**src/rtl/cbf_pkg.sv**
```systemverilog
package cbf_pkg;

    localparam int CW = 12;            // component width
    localparam int AW = 12;            // angle width, units of pi/2^(AW-1)
    localparam int ZX = 4;             // extra fraction bits of the angle accumulator
    localparam int ZW = AW + ZX + 1;   // angle accumulator width

    typedef logic signed [CW-1:0] comp_t;

    typedef struct packed {
        comp_t re;
        comp_t im;
    } cplx_t;

    typedef enum logic [1:0] {R_IDLE, R_ITER, R_COMP} rot_state_t;
    typedef enum logic {S_IDLE, S_ROT} seq_state_t;

    // saturating add (sub=0) or subtract (sub=1) of two components
    function automatic comp_t sat_sum(input comp_t a, input comp_t b, input logic sub);
        logic signed [CW:0] s;
        s = sub ? ({a[CW-1], a} - {b[CW-1], b}) : ({a[CW-1], a} + {b[CW-1], b});
        if (s[CW] != s[CW-1])
            return s[CW] ? {1'b1, {(CW-1){1'b0}}} : {1'b0, {(CW-1){1'b1}}};
        return s[CW-1:0];
    endfunction

    function automatic cplx_t cx_sum(input cplx_t a, input cplx_t b, input logic sub);
        cplx_t r;
        r.re = sat_sum(a.re, b.re, sub);
        r.im = sat_sum(a.im, b.im, sub);
        return r;
    endfunction

    // atan(2^-i) in units of pi/2^(AW-1+ZX)
    function automatic logic signed [ZW-1:0] atan_step(input int i);
        case (i)
            0:  return ZW'(8192);
            1:  return ZW'(4836);
            2:  return ZW'(2555);
            3:  return ZW'(1297);
            4:  return ZW'(651);
            5:  return ZW'(326);
            6:  return ZW'(163);
            7:  return ZW'(81);
            8:  return ZW'(41);
            9:  return ZW'(20);
            10: return ZW'(10);
            11: return ZW'(5);
            12: return ZW'(3);
            13: return ZW'(1);
            default: return '0;
        endcase
    endfunction

endpackage

```
**src/rtl/cbf_front.sv**
```systemverilog
module cbf_front
    import cbf_pkg::*;
(
    input  logic            pair_mode,
    input  cplx_t [3:0]     d_in,
    output cplx_t [3:0]     d_out
);

    cplx_t s02, d02, s13, d13;

    always_comb begin
        s02 = cx_sum(d_in[0], d_in[2], 1'b0);
        d02 = cx_sum(d_in[0], d_in[2], 1'b1);
        s13 = cx_sum(d_in[1], d_in[3], 1'b0);
        d13 = cx_sum(d_in[1], d_in[3], 1'b1);
        if (pair_mode) begin
            d_out[0] = cx_sum(d_in[0], d_in[1], 1'b0);
            d_out[1] = cx_sum(d_in[0], d_in[1], 1'b1);
            d_out[2] = cx_sum(d_in[2], d_in[3], 1'b0);
            d_out[3] = cx_sum(d_in[2], d_in[3], 1'b1);
        end else begin
            d_out[0] = cx_sum(s02, s13, 1'b0);
            d_out[1] = cx_sum(s02, s13, 1'b1);
            // -j*d folded in: swap parts, sign absorbed by add/sub choice
            d_out[2].re = sat_sum(d02.re, d13.im, 1'b0);
            d_out[2].im = sat_sum(d02.im, d13.re, 1'b1);
            d_out[3].re = sat_sum(d02.re, d13.im, 1'b1);
            d_out[3].im = sat_sum(d02.im, d13.re, 1'b0);
        end
    end

endmodule

```
**src/rtl/cbf_rotor.sv**
```systemverilog
module cbf_rotor
    import cbf_pkg::*;
#(
    parameter int ITERS = 12,
    parameter int GUARD = 3,
    parameter int KBITS = 12,
    parameter int KINV  = 2487          // round(2^KBITS / CORDIC gain)
)(
    input  logic                 clk,
    input  logic                 rst,
    input  logic                 go,
    input  cplx_t                v_in,
    input  logic signed [AW-1:0] ang,
    output logic                 fin,
    output cplx_t                v_out
);

    localparam int IW  = CW + GUARD + 3;
    localparam int PW  = IW + KBITS + 2;
    localparam int IC  = (ITERS > 1) ? $clog2(ITERS) : 1;
    localparam int QTR = 2 ** (AW - 2);
    localparam int SH  = KBITS + GUARD;
    localparam logic signed [PW-1:0] VMAX = PW'(2 ** (CW - 1) - 1);
    localparam logic signed [PW-1:0] VMIN = -VMAX - PW'(1);
    localparam logic signed [PW-1:0] RND  = PW'(2 ** (SH - 1));

    function automatic comp_t sat_w(input logic signed [PW-1:0] v);
        if (v > VMAX) return VMAX[CW-1:0];
        if (v < VMIN) return VMIN[CW-1:0];
        return v[CW-1:0];
    endfunction

    rot_state_t               st;
    logic signed [IW-1:0]     x, y, fx, fy, xs, ys;
    logic signed [ZW-1:0]     z;
    logic [IC-1:0]            it;
    logic                     flip;
    logic signed [AW-1:0]     resid;
    logic signed [PW-1:0]     px, py;

    always_comb begin
        flip  = (ang > QTR) || (ang < -QTR);
        resid = flip ? {~ang[AW-1], ang[AW-2:0]} : ang;
        fx    = IW'(v_in.re) <<< GUARD;
        fy    = IW'(v_in.im) <<< GUARD;
        if (flip) begin
            fx = -fx;
            fy = -fy;
        end
        xs = x >>> it;
        ys = y >>> it;
        px = (PW'(x) * PW'(KINV) + RND) >>> SH;
        py = (PW'(y) * PW'(KINV) + RND) >>> SH;
    end

    always_ff @(posedge clk) begin
        if (rst) begin
            st    <= R_IDLE;
            x     <= '0;
            y     <= '0;
            z     <= '0;
            it    <= '0;
            fin   <= 1'b0;
            v_out <= '0;
        end else begin
            fin <= 1'b0;
            case (st)
                R_IDLE: if (go) begin
                    if (resid == '0) begin
                        v_out.re <= sat_w(PW'(fx >>> GUARD));
                        v_out.im <= sat_w(PW'(fy >>> GUARD));
                        fin      <= 1'b1;
                    end else begin
                        x  <= fx;
                        y  <= fy;
                        z  <= ZW'(resid) <<< ZX;
                        it <= '0;
                        st <= R_ITER;
                    end
                end
                R_ITER: begin
                    if (!z[ZW-1]) begin
                        x <= x - ys;
                        y <= y + xs;
                        z <= z - atan_step(int'(it));
                    end else begin
                        x <= x + ys;
                        y <= y - xs;
                        z <= z + atan_step(int'(it));
                    end
                    if (it == IC'(ITERS - 1)) st <= R_COMP;
                    else                      it <= it + 1'b1;
                end
                default: begin
                    v_out.re <= sat_w(px);
                    v_out.im <= sat_w(py);
                    fin      <= 1'b1;
                    st       <= R_IDLE;
                end
            endcase
        end
    end

endmodule

```
**src/rtl/cbf_pe.sv**
```systemverilog
module cbf_pe
    import cbf_pkg::*;
#(
    parameter int ITERS = 12,
    parameter int GUARD = 3
)(
    input  logic                clk,
    input  logic                rst,
    input  logic                start,
    input  logic                pair_mode,
    input  logic [2*CW-1:0]     x0,
    input  logic [2*CW-1:0]     x1,
    input  logic [2*CW-1:0]     x2,
    input  logic [2*CW-1:0]     x3,
    input  logic [AW-1:0]       ang1,
    input  logic [AW-1:0]       ang2,
    input  logic [AW-1:0]       ang3,
    output logic                busy,
    output logic                done,
    output logic [2*CW-1:0]     y0,
    output logic [2*CW-1:0]     y1,
    output logic [2*CW-1:0]     y2,
    output logic [2*CW-1:0]     y3
);

    seq_state_t           st;
    cplx_t [3:0]          xin, fr, res;
    logic [3:0][AW-1:0]   angr;
    logic [1:0]           k;
    logic                 go_q, fin;
    cplx_t                rot_out;

    assign xin = {cplx_t'(x3), cplx_t'(x2), cplx_t'(x1), cplx_t'(x0)};

    cbf_front u_front (
        .pair_mode (pair_mode),
        .d_in      (xin),
        .d_out     (fr)
    );

    cbf_rotor #(.ITERS(ITERS), .GUARD(GUARD)) u_rot (
        .clk   (clk),
        .rst   (rst),
        .go    (go_q),
        .v_in  (res[k]),
        .ang   ($signed(angr[k])),
        .fin   (fin),
        .v_out (rot_out)
    );

    always_ff @(posedge clk) begin
        if (rst) begin
            st   <= S_IDLE;
            res  <= '0;
            angr <= '0;
            k    <= '0;
            go_q <= 1'b0;
            done <= 1'b0;
        end else begin
            done <= 1'b0;
            go_q <= 1'b0;
            case (st)
                S_IDLE: if (start) begin
                    res  <= fr;
                    angr <= {ang3, ang2, ang1, {AW{1'b0}}};
                    k    <= 2'd1;
                    go_q <= 1'b1;
                    st   <= S_ROT;
                end
                default: if (fin) begin
                    res[k] <= rot_out;
                    if (k == 2'd3) begin
                        st   <= S_IDLE;
                        done <= 1'b1;
                    end else begin
                        k    <= k + 2'd1;
                        go_q <= 1'b1;
                    end
                end
            endcase
        end
    end

    assign busy = (st == S_ROT);
    assign y0   = res[0];
    assign y1   = res[1];
    assign y2   = res[2];
    assign y3   = res[3];

endmodule

```
**config.mk**
```make
export PLATFORM = sky130hd
export DESIGN_NAME = cbf_pe
export DESIGN_NICKNAME = d
export VERILOG_FILES = /design/src/rtl/cbf_pkg.sv /design/src/rtl/cbf_front.sv /design/src/rtl/cbf_rotor.sv /design/src/rtl/cbf_pe.sv
export SDC_FILE = /design/constraint.sdc
export NUM_CORES = 2
export LEC_CHECK = 0
export ABC_CLOCK_PERIOD_IN_PS = 10660
export BUFFER_PORTS_ARGS = -buffer_cell sky130_fd_sc_hd__buf_2
export CAP_MARGIN = 5
export CORE_MARGIN = 2
export CORE_UTILIZATION = 52
export DETAILED_ROUTE_END_ITERATION = 10
export GPL_TIMING_DRIVEN = 0
export PLACE_DENSITY = 0.7
export SLEW_MARGIN = 5
export SYNTH_ARGS = -nofsm -noshare
export SYNTH_HDL_FRONTEND = slang
export SYNTH_HIERARCHICAL = 1
export SYNTH_SLANG_ARGS = --single-unit
```
**constraint.sdc**
```tcl
create_clock -name clk -period 10.66 [get_ports clk]
set_input_delay 0.533 -clock clk [delete_from_list [all_inputs] [get_ports clk]]
set_output_delay 0.533 -clock clk [all_outputs]
set_load 0.03 [all_outputs]
```
==> results.md <==
- Num rows: 103
- Clock slew seen by the registers of the worst setup and hold paths: 0.06 ns
- Type of the worst min-delay path: in -> reg
- Share of synthesized area occupied by flip-flops and latches: 11.4%
- Normalized max-slew margin: 26.7%
- Peak supply drop: 149 µV
- Post-CTS Setup Inserts: 0
- Met3 capacity usage during global routing: 9.22%
- Detailed-placement wirelength estimate: 125 mm
- Post-Route Setup TNS: 0 ns
- Required time reported for the critical path endpoint: 11.18 ns
- Number of DRC markers in iteration 0: 3300
- GR Util met2: 58.8%
- Router iterations before antenna repair: 10
- Number of I/O port buffers: 233
- Peak fanout along the critical path: 11
- Die X-Extent: 285 µm
- Count of nets left with antenna violations after detail routing: 0
- Commonest register cell after synthesis: sky130_fd_sc_hd__dfxtp_1
- Area of the placeable core: 78600 µm²
- Average vias per placed instance: 6.03
- Antenna Diode Count: 0
- Library cell contributing the largest single delay on the critical path: sky130_fd_sc_hd__o311ai_1
- RSZ-0062 raised after global routing: no
- Total number of H-tree levels: 1
- Ratio of total power to cell area: 213 nW/µm²
- Routed length per placed instance: 23.0 µm
- Critical Path Start Type: register
- Floorplan die height: 285 µm
- Post-route DRC violation count: 0
- Number of warnings printed during yosys synthesis: 6
- Routing layer with the top usage in global route: met2
- Number of failing setup endpoints in the final timing report: 0
- Number of enable-type register cells in the synthesized netlist: 0
- Period minus WS final: 7.98 ns
- Synthesized flop and latch total: 235
- Cts repair resizes: 0
- Number of library cell types mapped by synthesis: 109
- Clock latency on the worst-skew pair: 0.60 ns
- M1 GR Usage: 44.8%
- Antenna violations before repair: 2
- Share of flip-flops with an asynchronous set or reset after synthesis: 0%
- Number of nets in the synthesized netlist: 6105
- Worst Setup SP: u_rot/x[17]
- Hold Slack: 0.173 ns
- Fraction of final layout cells with drive strength greater than 1: 10.9%
- Power after layout: 9.51 mW
- Reg-to-reg endpoint: u_rot/v_out[13]
- Final count of pins violating max slew: 0
- Total Nets Final: 6369
- Detailed-route via count: 39000
- Maximum number of pins on one net before global-route repair: 16
- GRT Overall Usage: 35.7%
- Critical path class: reg -> reg
- Hold Fails Final Rpt: 0
- Beginning of the worst register-to-register path: u_rot/x[17]
- Setup clock skew after layout: 0.0174 ns
- Clk root buf: sky130_fd_sc_hd__clkbuf_16
- Global-route wire length before repair: 225 mm
- Sink count of the clock tree: 235
- # fillers: 7489
- Leak: 21.3 nW
- Max capacitance violation total: 0
- TritonCTS Buffers: 29
- Boundary Pins: 234
- Arrival time at the worst endpoint: 8.50 ns
- Clock Path Buffers: 3
- Total congestion overflow: 0
- Final core utilization: 56.7%
- Highest cell delay on the worst timing path: 0.86 ns
- Final Routed Wirelength: 149 mm
- Termination of the worst setup path: u_rot/v_out[13]
- Minimum setup slack among reg-to-reg paths: 2.68 ns
- Mapped Cells: 5140
- Syn avg cell area: 8.00 µm²
- Actual transition at the worst max-transition pin: 1.10 ns
- Initial standard-cell utilization of the core: 52.3%
- CTS hold repair buffers: 0
- Maximum achievable frequency: 125 MHz
- CTS tree: yes
- Portion of the clock cycle consumed by the worst path in the final layout: 74.9%
- Via count of the first global-routing pass: 38000
- Die Area: 81400 µm²
- Post-synthesis instance area: 41100 µm²
- Cell seen most often among critical-path stages: sky130_fd_sc_hd__fa_1
- GP Congestion: 1.03
- Run status: finished clean
- Sort of element at the end of the critical path: register
- Synthesis-to-layout area growth: 8.43%
- CP Cell Sequence: clkbuf_1 -> clkinv_1 -> fa_1 -> inv_1 -> fa_1 -> fa_1 -> fa_1 -> ha_1 -> ha_1 -> nand4_1 -> nor4_1 -> a221oi_1 -> nand2_1 -> o21ai_0 -> xor2_1 -> o311ai_1 -> inv_1 -> or4_1 -> o211ai_1
- Count of cells along the worst register-to-register path: 19
Yosys cell counts, drive strengths merged (12+ instances only):
cell / number / area, µm²
nor3: 227 / 1140
nor4: 83 / 682
and3: 32 / 205
a221oi: 12 / 118
fa: 219 / 4380
ha: 610 / 7630
a222oi: 25 / 250
a211oi: 57 / 443
xnor2: 223 / 1950
mux2: 27 / 308
dfxtp: 235 / 4700
o22a: 70 / 613
o221ai: 12 / 105
a2111oi: 18 / 214
xor2: 117 / 1020
nor3b: 13 / 97.6
inv: 533 / 2000
o41ai: 18 / 199
o2bb2ai: 12 / 105
mux2i: 42 / 420
nand3: 57 / 308
or2: 22 / 138
nor2: 606 / 2270
o21bai: 53 / 428
buf: 136 / 841
a21oi: 365 / 1850
o31ai: 33 / 258
o211ai: 25 / 188
o31a: 14 / 131
or3: 31 / 194
o21ai: 248 / 1250
nor2b: 75 / 469
nand2b: 58 / 363
mux4: 64 / 1450
a21o: 78 / 593
nand2: 266 / 998
o21a: 82 / 616
a31oi: 34 / 219
a2bb2oi: 14 / 123
and2: 25 / 159
clkbuf: 132 / 495
cells in the final DEF, fill, tap and decap left out, types with 31 or more instances in the layout:
master	synthesis	layout
sky130_fd_sc_hd__a21o_1	77	77
sky130_fd_sc_hd__a31oi_1	33	33
sky130_fd_sc_hd__o21ai_1	59	59
sky130_fd_sc_hd__ha_1	610	610
sky130_fd_sc_hd__clkbuf_1	132	137
sky130_fd_sc_hd__nor3_1	227	227
sky130_fd_sc_hd__fa_1	219	219
sky130_fd_sc_hd__nand2b_1	58	58
sky130_fd_sc_hd__nand3_1	54	54
sky130_fd_sc_hd__o21a_1	82	82
sky130_fd_sc_hd__inv_1	527	527
sky130_fd_sc_hd__mux4_2	61	61
sky130_fd_sc_hd__o22a_1	70	70
sky130_fd_sc_hd__nand2_1	266	266
sky130_fd_sc_hd__a211oi_1	54	54
sky130_fd_sc_hd__o21ai_0	186	186
sky130_fd_sc_hd__o31ai_1	31	31
sky130_fd_sc_hd__or3_1	31	31
sky130_fd_sc_hd__nor2_1	606	606
sky130_fd_sc_hd__and3_1	31	31
sky130_fd_sc_hd__xnor2_1	223	223
sky130_fd_sc_hd__o21bai_1	49	49
sky130_fd_sc_hd__mux2i_1	42	42
sky130_fd_sc_hd__nor4_1	57	57
sky130_fd_sc_hd__xor2_1	117	117
sky130_fd_sc_hd__dfxtp_1	235	235
sky130_fd_sc_hd__a21oi_1	360	360
sky130_fd_sc_hd__buf_2	75	308
sky130_fd_sc_hd__nor2b_1	75	75
registers in the layout, summed over array words and instances, names as in the netlist, named ones only:
signal,count
angr,36
busy,1
done,1
go_q,1
k,2
u_rot/fin,1
u_rot/it,4
u_rot/st,2
u_rot/v_out,24
u_rot/x,18
u_rot/y,18
u_rot/z,17
y0,24
y1,24
y2,24
y3,24
metal layers:
metal	up-vias	part of all wire (%)	wire length [µm]
met5	-	0.0081	12
met4	2	4.5	6730
met3	323	9.5	14100
met2	1579	46	68000
met1	18700	40	60100
li1	18500	-	-
worst min path at each step:
stage                     cells after the start  startpoint  slack (ns)        to
after detailed placement                      2    angr[28]        0.45  angr[28]
after CTS                                     3     ang3[6]        0.17  angr[42]
after global routing                          3     ang2[9]        0.17  angr[33]
after global placement                        2    angr[33]        0.44  angr[33]
final                                         3     ang1[5]        0.17  angr[17]
after floorplan                               2    angr[24]        0.44  angr[24]
kinds of logic (layout without fill, tap and decap cells):
logic type | after synthesis | after routing | synth area share, %
buffers and inverters | 806 | 1091 | 8.16
xor gates and xnor gates | 341 | 341 | 7.29
and+or+nand+nor | 1524 | 1524 | 17.6
adders and majority gates | 829 | 829 | 29.2
muxes | 133 | 133 | 5.30
AOI/OAI and AO/OA | 1272 | 1272 | 21.0
DFF | 235 | 235 | 11.4
layout make-up:
cell class	instances	area, µm²	area share, %
multi-input cells	4099	33100	74.2
repair buffers	233	1170	2.61
clock inverters	17	230	0.516
plain buffers	268	1340	3.00
clock buffers	35	758	1.70
well taps	1050	1310	2.95
inverters	538	2020	4.53
flip-flops and latches	235	4700	10.5
power by group:
| part | internal (mW) | switching, mW | leakage [nW] |
|---|---|---|---|
| clock network | 0.609 | 0.446 | 0.474 |
| logic | 2.83 | 4.45 | 18.9 |
| registers | 0.985 | 0.190 | 1.93 |
| total | 4.42 | 5.08 | 21.3 |
critical path: cells and delay by family (launching register included):
| family | cells | cell delay [ns] |
|---|---|---|
| buf+inv | 4 | 1.68 |
| fa+ha+maj | 6 | 2.77 |
| simple gates | 4 | 1.29 |
| compound gates | 4 | 1.28 |
| xor+xnor | 1 | 0.18 |
| flops | 1 | 0.68 |
stage by stage:
stage	instances	area (µm²)	setup slack, ns
floorplan	5140	41100	4.20
global placement	6423	43600	2.71
detailed placement	6423	43600	2.63
CTS	6475	44600	2.80
global route	6475	44600	2.36
finish	6475	44600	2.68
Note: power is estimated with default switching activity, not from simulation.
